===== config.mk =====
export PLATFORM = sky130hd
export DESIGN_NAME = pi_lock_filter
export DESIGN_NICKNAME = d
export VERILOG_FILES = /design/src/rtl/pll_filt_pkg.sv /design/src/rtl/pll_phase_unwrap.sv /design/src/rtl/pll_pi_ctrl.sv /design/src/rtl/pll_lock_det.sv /design/src/rtl/pi_lock_filter.sv
export SDC_FILE = /design/constraint.sdc
export NUM_CORES = 1
export LEC_CHECK = 0
export ABC_AREA = 1
export BUFFER_PORTS_ARGS = -buffer_cell sky130_fd_sc_hd__buf_4
export CAP_MARGIN = 20
export CORE_UTILIZATION = 50
export CTS_CLUSTER_SIZE = 24
export DETAILED_ROUTE_END_ITERATION = 16
export GPL_TIMING_DRIVEN = 0
export PLACE_DENSITY = 0.66
export SETUP_SLACK_MARGIN = 0.15
export SYNTH_ARGS = -nofsm -noshare
export SYNTH_HDL_FRONTEND = slang
export SYNTH_HIERARCHICAL = 1
export SYNTH_SLANG_ARGS = --single-unit
export TNS_END_PERCENT = 20

===== constraint.sdc =====
create_clock -name clk_i -period 21.4 [get_ports clk_i]
set_input_delay 4.28 -clock clk_i [delete_from_list [all_inputs] [get_ports clk_i]]
set_output_delay 4.28 -clock clk_i [all_outputs]
set_load 0.03 [all_outputs]

===== src/rtl/pll_filt_pkg.sv =====
`timescale 1ns/1ps
package pll_filt_pkg;
  typedef enum logic [1:0] {
    CLAMP_NONE = 2'd0,
    CLAMP_LO   = 2'd1,
    CLAMP_HI   = 2'd2
  } clamp_e;
endpackage


===== src/rtl/pll_phase_unwrap.sv =====
`timescale 1ns/1ps
module pll_phase_unwrap #(
  parameter int TAG_W = 14,
  parameter int ACC_W = 32
) (
  input  logic                    clk_i,
  input  logic                    rst_ni,
  input  logic                    start_i,
  input  logic                    valid_i,
  input  logic [TAG_W:0]          tag_i,
  output logic signed [ACC_W-1:0] err_o
);
  localparam logic signed [ACC_W-1:0] SPAN = ACC_W'(1) <<< TAG_W;

  logic [TAG_W-1:0]        raw_q;
  logic signed [ACC_W-1:0] off_q, off_d, ph_q, ph_d;
  logic [TAG_W-1:0]        raw_in;
  logic                    wrap_in;

  assign raw_in  = tag_i[TAG_W-1:0];
  assign wrap_in = tag_i[TAG_W];

  always_comb begin
    off_d = off_q;
    if (wrap_in) begin
      if (raw_in > raw_q) off_d = off_q - SPAN;
      else                off_d = off_q + SPAN;
    end
    ph_d  = $signed({{(ACC_W-TAG_W){1'b0}}, raw_in}) + off_d;
    err_o = ph_d - ph_q;
  end

  always_ff @(posedge clk_i or negedge rst_ni) begin
    if (!rst_ni) begin
      raw_q <= '0;
      off_q <= '0;
      ph_q  <= '0;
    end else if (start_i) begin
      raw_q <= '0;
      off_q <= '0;
      ph_q  <= '0;
    end else if (valid_i) begin
      raw_q <= raw_in;
      off_q <= off_d;
      ph_q  <= ph_d;
    end
  end
endmodule


===== src/rtl/pll_pi_ctrl.sv =====
`timescale 1ns/1ps
module pll_pi_ctrl
  import pll_filt_pkg::*;
#(
  parameter int ACC_W = 32,
  parameter int DAC_W = 16,
  parameter int KP    = 300,
  parameter int KI    = 1,
  parameter int SHIFT = 10,
  parameter int BIAS  = 32768,
  parameter int Y_MIN = 5,
  parameter int Y_MAX = (1 << DAC_W) - 5
) (
  input  logic                    clk_i,
  input  logic                    rst_ni,
  input  logic                    start_i,
  input  logic                    valid_i,
  input  logic signed [ACC_W-1:0] err_i,
  output logic [DAC_W-1:0]        dac_o
);
  localparam int PROD_W = ACC_W + 20;
  localparam logic signed [PROD_W-1:0] KP_S   = PROD_W'(KP);
  localparam logic signed [PROD_W-1:0] KI_S   = PROD_W'(KI);
  localparam logic signed [PROD_W-1:0] BIAS_S = PROD_W'(BIAS);
  localparam logic signed [PROD_W-1:0] MIN_S  = PROD_W'(Y_MIN);
  localparam logic signed [PROD_W-1:0] MAX_S  = PROD_W'(Y_MAX);
  localparam logic [DAC_W-1:0] DAC_RST =
    (BIAS < Y_MIN) ? DAC_W'(Y_MIN) : (BIAS > Y_MAX) ? DAC_W'(Y_MAX) : DAC_W'(BIAS);

  logic signed [ACC_W-1:0]  integ_q, integ_new;
  logic signed [PROD_W-1:0] i_ext, e_ext, sum, y_raw;
  clamp_e                   clamp_st;
  logic [DAC_W-1:0]         y_sat;

  always_comb begin
    integ_new = integ_q + err_i;
    i_ext     = {{(PROD_W-ACC_W){integ_new[ACC_W-1]}}, integ_new};
    e_ext     = {{(PROD_W-ACC_W){err_i[ACC_W-1]}}, err_i};
    sum       = i_ext * KI_S + e_ext * KP_S;
    y_raw     = (sum >>> SHIFT) + BIAS_S;
    if (y_raw < MIN_S) begin
      clamp_st = CLAMP_LO;
      y_sat    = DAC_W'(Y_MIN);
    end else if (y_raw > MAX_S) begin
      clamp_st = CLAMP_HI;
      y_sat    = DAC_W'(Y_MAX);
    end else begin
      clamp_st = CLAMP_NONE;
      y_sat    = y_raw[DAC_W-1:0];
    end
  end

  always_ff @(posedge clk_i or negedge rst_ni) begin
    if (!rst_ni) begin
      integ_q <= '0;
      dac_o   <= DAC_RST;
    end else if (start_i) begin
      integ_q <= '0;
      dac_o   <= DAC_RST;
    end else if (valid_i) begin
      dac_o <= y_sat;
      if (clamp_st == CLAMP_NONE) integ_q <= integ_new;  // anti-windup
    end
  end
endmodule


===== src/rtl/pll_lock_det.sv =====
`timescale 1ns/1ps
module pll_lock_det #(
  parameter int ACC_W      = 32,
  parameter int LD_THRESH  = 250,
  parameter int LD_SAMPLES = 10000
) (
  input  logic                    clk_i,
  input  logic                    rst_ni,
  input  logic                    start_i,
  input  logic                    valid_i,
  input  logic signed [ACC_W-1:0] err_i,
  output logic                    locked_o
);
  localparam int CNT_W = $clog2(LD_SAMPLES + 1);
  localparam logic [CNT_W-1:0] CNT_TOP = CNT_W'(LD_SAMPLES);
  localparam logic signed [ACC_W-1:0] TH_P = ACC_W'(LD_THRESH);
  localparam logic signed [ACC_W-1:0] TH_N = -ACC_W'(LD_THRESH);

  logic [CNT_W-1:0] cnt_q, cnt_d;
  logic             in_band;

  assign in_band = (err_i <= TH_P) && (err_i >= TH_N);

  always_comb begin
    cnt_d = cnt_q;
    if (!in_band)            cnt_d = '0;
    else if (cnt_q < CNT_TOP) cnt_d = cnt_q + 1'b1;
  end

  always_ff @(posedge clk_i or negedge rst_ni) begin
    if (!rst_ni) begin
      cnt_q    <= '0;
      locked_o <= 1'b0;
    end else if (start_i) begin
      cnt_q    <= '0;
      locked_o <= 1'b0;
    end else if (valid_i) begin
      cnt_q    <= cnt_d;
      locked_o <= (cnt_d == CNT_TOP);
    end
  end
endmodule


===== src/rtl/pi_lock_filter.sv =====
`timescale 1ns/1ps
module pi_lock_filter #(
  parameter int TAG_W      = 14,
  parameter int DAC_W      = 16,
  parameter int ACC_W      = 32,
  parameter int KP         = 300,
  parameter int KI         = 1,
  parameter int SHIFT      = 10,
  parameter int BIAS       = 32768,
  parameter int Y_MIN      = 5,
  parameter int Y_MAX      = (1 << DAC_W) - 5,
  parameter int LD_THRESH  = 250,
  parameter int LD_SAMPLES = 10000
) (
  input  logic             clk_i,
  input  logic             rst_ni,
  input  logic             start_i,
  input  logic             sample_valid_i,
  input  logic [TAG_W:0]   tag_i,
  output logic [DAC_W-1:0] dac_o,
  output logic             locked_o
);
  logic signed [ACC_W-1:0] err_w;

  pll_phase_unwrap #(.TAG_W(TAG_W), .ACC_W(ACC_W)) u_unwrap (
    .clk_i, .rst_ni, .start_i, .valid_i(sample_valid_i), .tag_i, .err_o(err_w)
  );

  pll_pi_ctrl #(
    .ACC_W(ACC_W), .DAC_W(DAC_W), .KP(KP), .KI(KI), .SHIFT(SHIFT),
    .BIAS(BIAS), .Y_MIN(Y_MIN), .Y_MAX(Y_MAX)
  ) u_pi (
    .clk_i, .rst_ni, .start_i, .valid_i(sample_valid_i), .err_i(err_w), .dac_o
  );

  pll_lock_det #(.ACC_W(ACC_W), .LD_THRESH(LD_THRESH), .LD_SAMPLES(LD_SAMPLES)) u_lock (
    .clk_i, .rst_ni, .start_i, .valid_i(sample_valid_i), .err_i(err_w), .locked_o
  );
endmodule


==> impl_metrics.yaml, run 1 <==
cells_and_area:
  final_util_pct: 55.0
  fill_cells: 3839
  drive_above_1_share_pct: 7.99
  diodes: 0
  syn2layout_area_growth_pct: 7.97
  final_common_cell: "nand2_1"
  regArea_um2: 3180
  multi_input_area_um2: 13700
  nNetsFinal: 3301
  layout_common_cells: "nand2_1 (813), inv_1 (498), ha_1 (240), nor2_1 (237), a21oi_1 (160)"
synthesis:
  ys_ff_latch: 127
  synth_warnings: 6
  postSynthAreaPerCell_um2: 6.56
  syn_area_um2: 19200
  synthCells: 2923
  synthSimpleGateAreaFrac_pct: 31.6
  ys_types: 64
  yosysSeqAreaShare_pct: 16.6
  synth-compound-area-share_pct: 12.2
  synth_flop_cell: "dfrtp_1"
  synth_edf_count: 0
  synth_fp_nets: 3246
  synthAdderAreaFrac_pct: 22.3
  synth_xor_area_share_pct: 5.53
  synth_mux_area_share_pct: 0
  synthArstFlopShare_pct: 100
  synth_top_family_by_area: "simple AND/OR/NAND/NOR gates"
timing:
  setup_tns_ns: 0
  fin_ws_ns: 5.09
  slew_violations: 0
  relSlewSlack_pct: 27.6
  hold_viol: 0
  fmax_ghz: 0.0613
  finalCritPeriodShare_pct: 76.2
  fin_worst_skew_ns: 0.0112
  tightest_slew_ns: 1.08
  rsz0062_at_grt: "false"
  finalSetupViolCount: 0
  layout_min_cycle_time_ns: 16.31
cts:
  clock_sinks: 127
  cts-root-buf: "clkbuf_16"
  cts-resized-gates: 0
  clock_latency_ns: 0.45
  cts_hold_buf: 0
  clkTransAtPathRegs_ns: 0.06
  h-tree-depth: 4
  cts_setup_buffers: 0
  cts_tree: "yes"
  cts_buffer_depth: 2
  cts_buffers: 17
detailed_routing:
  vias: 18400
  firstDrtPassIters: 5
  drt-initial-drc-count: 1103
  vias_per_cell: 5.26
  wire_per_inst_um: 15.3
  antenna_left: 0
  wl_um: 53600
  drc: 0
setup_path:
  critical-path-max-stage-delay_ns: 0.74
  crit_top_cell: "nand2_1"
  worst-r2r-setup-slack_ns: 8.68
  crit_type: "input pin to register"
  required_ns: 21.74
  timing.critical_path.fanout_max: 18
  critPathSlowestCell: "a21oi_2"
  cp-start-kind: "input pin"
  critPathCaptureType: "register"
  cp_data_arrival_time_ns: 16.64
hold_path:
  min_path_type: "register to register"
global_routing:
  grt_max_degree: 69
  grt_pass1_wl_um: 89500
  antenna_found_initial: 0
  grt.total_usage_pct: 28.6
  grt-ovfl-total: 0
  grt_pass1_vias: 18200
job:
  maxCapViolCount: 0
placement:
  hpwlAfterDp_um: 44700
  place_ws_ns: 4.60
  place_congestion: 0.971
  io_buffers: 35
floorplanning:
  start_util_pct: 50.9
  rows: 71
  die_w_um: 198
  dieArea_um2: 39100
  core_region_area_um2: 37700
  dieHeight_um: 198
  io_pins: 36
status:
  status: "finished clean"
## routing by layer
metal  vias to the layer above  part of all wire (%)  track usage (%)
met2                       357                    49             51.1
met3                        85                   2.7             2.40
met4                         0                   2.9             10.7
met5                         -                     0                0
met1                      8558                    45             35.6
li1                       9427                     -                -
## final cells by class
type | instances | share of cell area, %
multi-input cells | 2216 | 66.3
clock buffers | 18 | 2.12
repair buffers | 36 | 1.42
clock inverters | 14 | 0.756
flip-flops and latches | 127 | 15.4
well taps | 511 | 3.09
inverters | 534 | 9.68
plain buffers | 46 | 1.26
## cells by family (layout without fill, tap and decap cells)
logic type	Yosys count	after routing
simple gates	1389	1389
buf+inv	580	648
compound gates	402	402
fa+ha+maj	304	304
flops	127	127
xor+xnor	121	121
## metrics by stage
step	instance area, um2	hold WS [ns]	instances
after global placement	20100	0.463	3469
after global routing	20700	0.494	3502
final	20700	0.476	3502
after floorplan	19200	0.449	2923
after CTS	20700	0.483	3502
after detailed placement	20100	0.466	3470
## cell usage after synthesis (8+ instances only)
| library cell | n | area share, % |
|---|---|---|
| ha_1 | 240 | 16 |
| nand3_2 | 22 | 1.1 |
| dfrtp_1 | 126 | 16 |
| nand3b_1 | 15 | 0.59 |
| xnor2_1 | 33 | 1.5 |
| o21bai_1 | 13 | 0.51 |
| o21ai_1 | 27 | 0.70 |
| clkinv_1 | 9 | 0.18 |
| nor2_2 | 21 | 0.69 |
| fa_1 | 64 | 6.7 |
| o21ai_2 | 11 | 0.50 |
| nand2_1 | 813 | 16 |
| nor3_1 | 31 | 0.81 |
| nor2_4 | 9 | 0.53 |
| nand3_1 | 158 | 4.1 |
| nand4_1 | 25 | 0.82 |
| o22ai_1 | 30 | 0.98 |
| nor2_1 | 237 | 4.6 |
| nand2_2 | 34 | 1.1 |
| o21ai_0 | 90 | 2.3 |
| a21o_1 | 12 | 0.47 |
| a21oi_2 | 8 | 0.37 |
| a31oi_1 | 14 | 0.46 |
| clkbuf_1 | 28 | 0.55 |
| inv_2 | 27 | 0.53 |
| a21oi_1 | 160 | 4.2 |
| xor2_1 | 88 | 4.0 |
| inv_1 | 498 | 9.8 |
## worst max-delay path: cells and delay by family
kind | cells | cell delay [ns]
AOI/OAI and AO/OA | 11 | 3.06
xor gates and xnor gates | 3 | 0.98
adders and majority gates | 8 | 3.20
buffers and inverters | 6 | 0.63
and+or+nand+nor | 36 | 4.45
## registers in the layout (all words and copies together), names as in the netlist
name / cells
u_pi/integ_q: 32
u_unwrap/ph_q: 32
u_unwrap/off_q: 18
u_pi/dac_o: 16
u_lock/cnt_q: 14
u_unwrap/raw_q: 14
u_lock/locked_o: 1
## final timing paths
| kind | start | cells past startpoint | end |
|---|---|---|---|
| worst min register to register | u_pi/dac_o[1] | 2 | u_pi/dac_o[1] |
| worst min-delay path | u_pi/dac_o[1] | 2 | u_pi/dac_o[1] |
| max in group asynchronous | rst_ni | 2 | u_lock/cnt_q[6] |
| worst max-delay path | tag_i[5] | 64 | u_pi/integ_q[26] |
| worst max register to register | u_unwrap/raw_q[5] | 64 | u_pi/integ_q[26] |
| min in group asynchronous | rst_ni | 1 | u_pi/integ_q[2] |
Power of run 1 is not shown: default switching activity piles up to over one toggle a cycle in this logic, so the estimate is an artifact.
==> run 2, diff against run 1 <==
==> constraint.sdc (replaced) <==
create_clock -name clk_i -period 15.9 [get_ports clk_i]
set_input_delay 3.18 -clock clk_i [delete_from_list [all_inputs] [get_ports clk_i]]
set_output_delay 3.18 -clock clk_i [all_outputs]
set_load 0.03 [all_outputs]
==> impl_metrics.yaml, run 2 (synthesis results as in run 1) <==
setup_path:
  critPathCaptureType: "register"
  crit_type: "input pin to register"
  required_ns: 16.24
  cp-start-kind: "input pin"
  path_delay_family: "simple AND/OR/NAND/NOR gates"
  crit_buf_inv: 6
  critPathSlowestCell: "o31ai_1"
  cp_data_arrival_time_ns: 15.16
  critical-path-max-stage-delay_ns: 0.65
  crit_top_cell: "nand2_1"
  timing.critical_path.fanout_max: 18
cts:
  clock_sinks: 127
  cts-root-buf: "clkbuf_16"
  cts_buffers: 17
  cts_buffer_depth: 2
  cts_hold_buf: 0
  h-tree-depth: 4
  cts-resized-gates: 0
  cts_setup_buffers: 0
  clock_latency_ns: 0.45
  cts_tree: "yes"
  clkTransAtPathRegs_ns: 0.06
detailed_routing:
  firstDrtPassIters: 8
  drt-initial-drc-count: 1052
  wl_um: 53600
  drc: 0
  wire_per_inst_um: 15.3
  vias: 18500
  antenna_left: 0
  vias_per_cell: 5.27
global_routing:
  grt_pass1_wl_um: 89500
  antenna_found_initial: 0
  grt_pass1_vias: 18200
  grt-ovfl-total: 0
  grt_max_degree: 69
  grt.total_usage_pct: 28.6
status:
  status: "finished clean"
timing:
  finalSetupViolCount: 0
  rsz0062_at_grt: "false"
  finalCritPeriodShare_pct: 93.2
  fmax_ghz: 0.0675
  slew_violations: 0
  tightest_slew_ns: 1.08
  fin_worst_skew_ns: 0.0114
  hold_viol: 0
  fin_ws_ns: 1.08
  layout_min_cycle_time_ns: 14.82
  setup_tns_ns: 0
  relSlewSlack_pct: 27.7
placement:
  io_buffers: 35
  place_ws_ns: 0.200
  hpwlAfterDp_um: 44700
  place_congestion: 0.971
  placed_cell_area_um2: 20100
floorplanning:
  rows: 71
  die_w_um: 198
  start_util_pct: 50.9
  core_region_area_um2: 37700
  dieArea_um2: 39100
  dieHeight_um: 198
  io_pins: 36
cells_and_area:
  drive_above_1_share_pct: 8.12
  syn2layout_area_growth_pct: 8.17
  nNetsFinal: 3301
  final_common_cell: "nand2_1"
  final_area_um2: 20700
  layout_common_cells: "nand2_1 (813), inv_1 (498), ha_1 (240), nor2_1 (237), a21oi_1 (160)"
  reg_top3: "u_pi/integ_q x32, u_unwrap/ph_q x32, u_unwrap/off_q x18"
  diodes: 0
job:
  maxCapViolCount: 0
hold_path:
  min_path_type: "register to register"
[run 2: cell counts in the layout (fill, tap and decap cells not counted)]
Identical to the previous run, type by type.
[run 2: layout make-up]
type / instances / area, um2
flip-flops and latches: 127 / 3180
clock inverters: 14 / 156
repair buffers: 36 / 294
well taps: 511 / 639
multi-input cells: 2216 / 13800
fillers: 3836 / 16900
clock buffers: 18 / 439
inverters: 534 / 2000
plain buffers: 46 / 260
[run 2: metal layers]
| metal | vias up | wire [um] | GRT usage [%] |
|---|---|---|---|
| met4 | 0 | 1580 | 10.7 |
| met5 | - | 0 | 0 |
| met3 | 92 | 1500 | 2.40 |
| li1 | 9422 | - | - |
| met2 | 385 | 26200 | 51.1 |
| met1 | 8563 | 24300 | 35.6 |
[run 2: through the flow]
step           cells  hold slack (ns)  utilization [%]
4_1_cts         3502            0.483             55.0
6_report        3502            0.476             55.1
3_5_place_dp    3470            0.466             53.4
5_1_grt         3502            0.494             55.1
2_1_floorplan   2923            0.449                -
3_3_place_gp    3469            0.463             53.3
[run 2: final timing paths]
| kind | startpoint | to | slack, ns | cells past startpoint |
|---|---|---|---|---|
| min | u_pi/dac_o[1] | u_pi/dac_o[1] | 0.48 | 2 |
| max | tag_i[5] | u_pi/integ_q[26] | 1.08 | 64 |
| max reg2reg | u_unwrap/raw_q[5] | u_pi/integ_q[26] | 3.56 | 64 |
| max in group asynchronous | rst_ni | u_lock/cnt_q[6] | 12.39 | 2 |
| min reg2reg | u_pi/dac_o[1] | u_pi/dac_o[1] | 0.48 | 2 |
| min in group asynchronous | rst_ni | u_pi/integ_q[2] | 2.71 | 1 |
[run 2: worst reg2reg max path: cells and delay by family, from the launching register on]
family | cells | cell delay [ns]
simple gates | 36 | 4.55
fa+ha+maj | 8 | 3.16
compound gates | 11 | 2.86
xor+xnor | 3 | 0.76
buf+inv | 6 | 0.57
flops | 1 | 0.32
Power of run 2 is left out for the same reason.
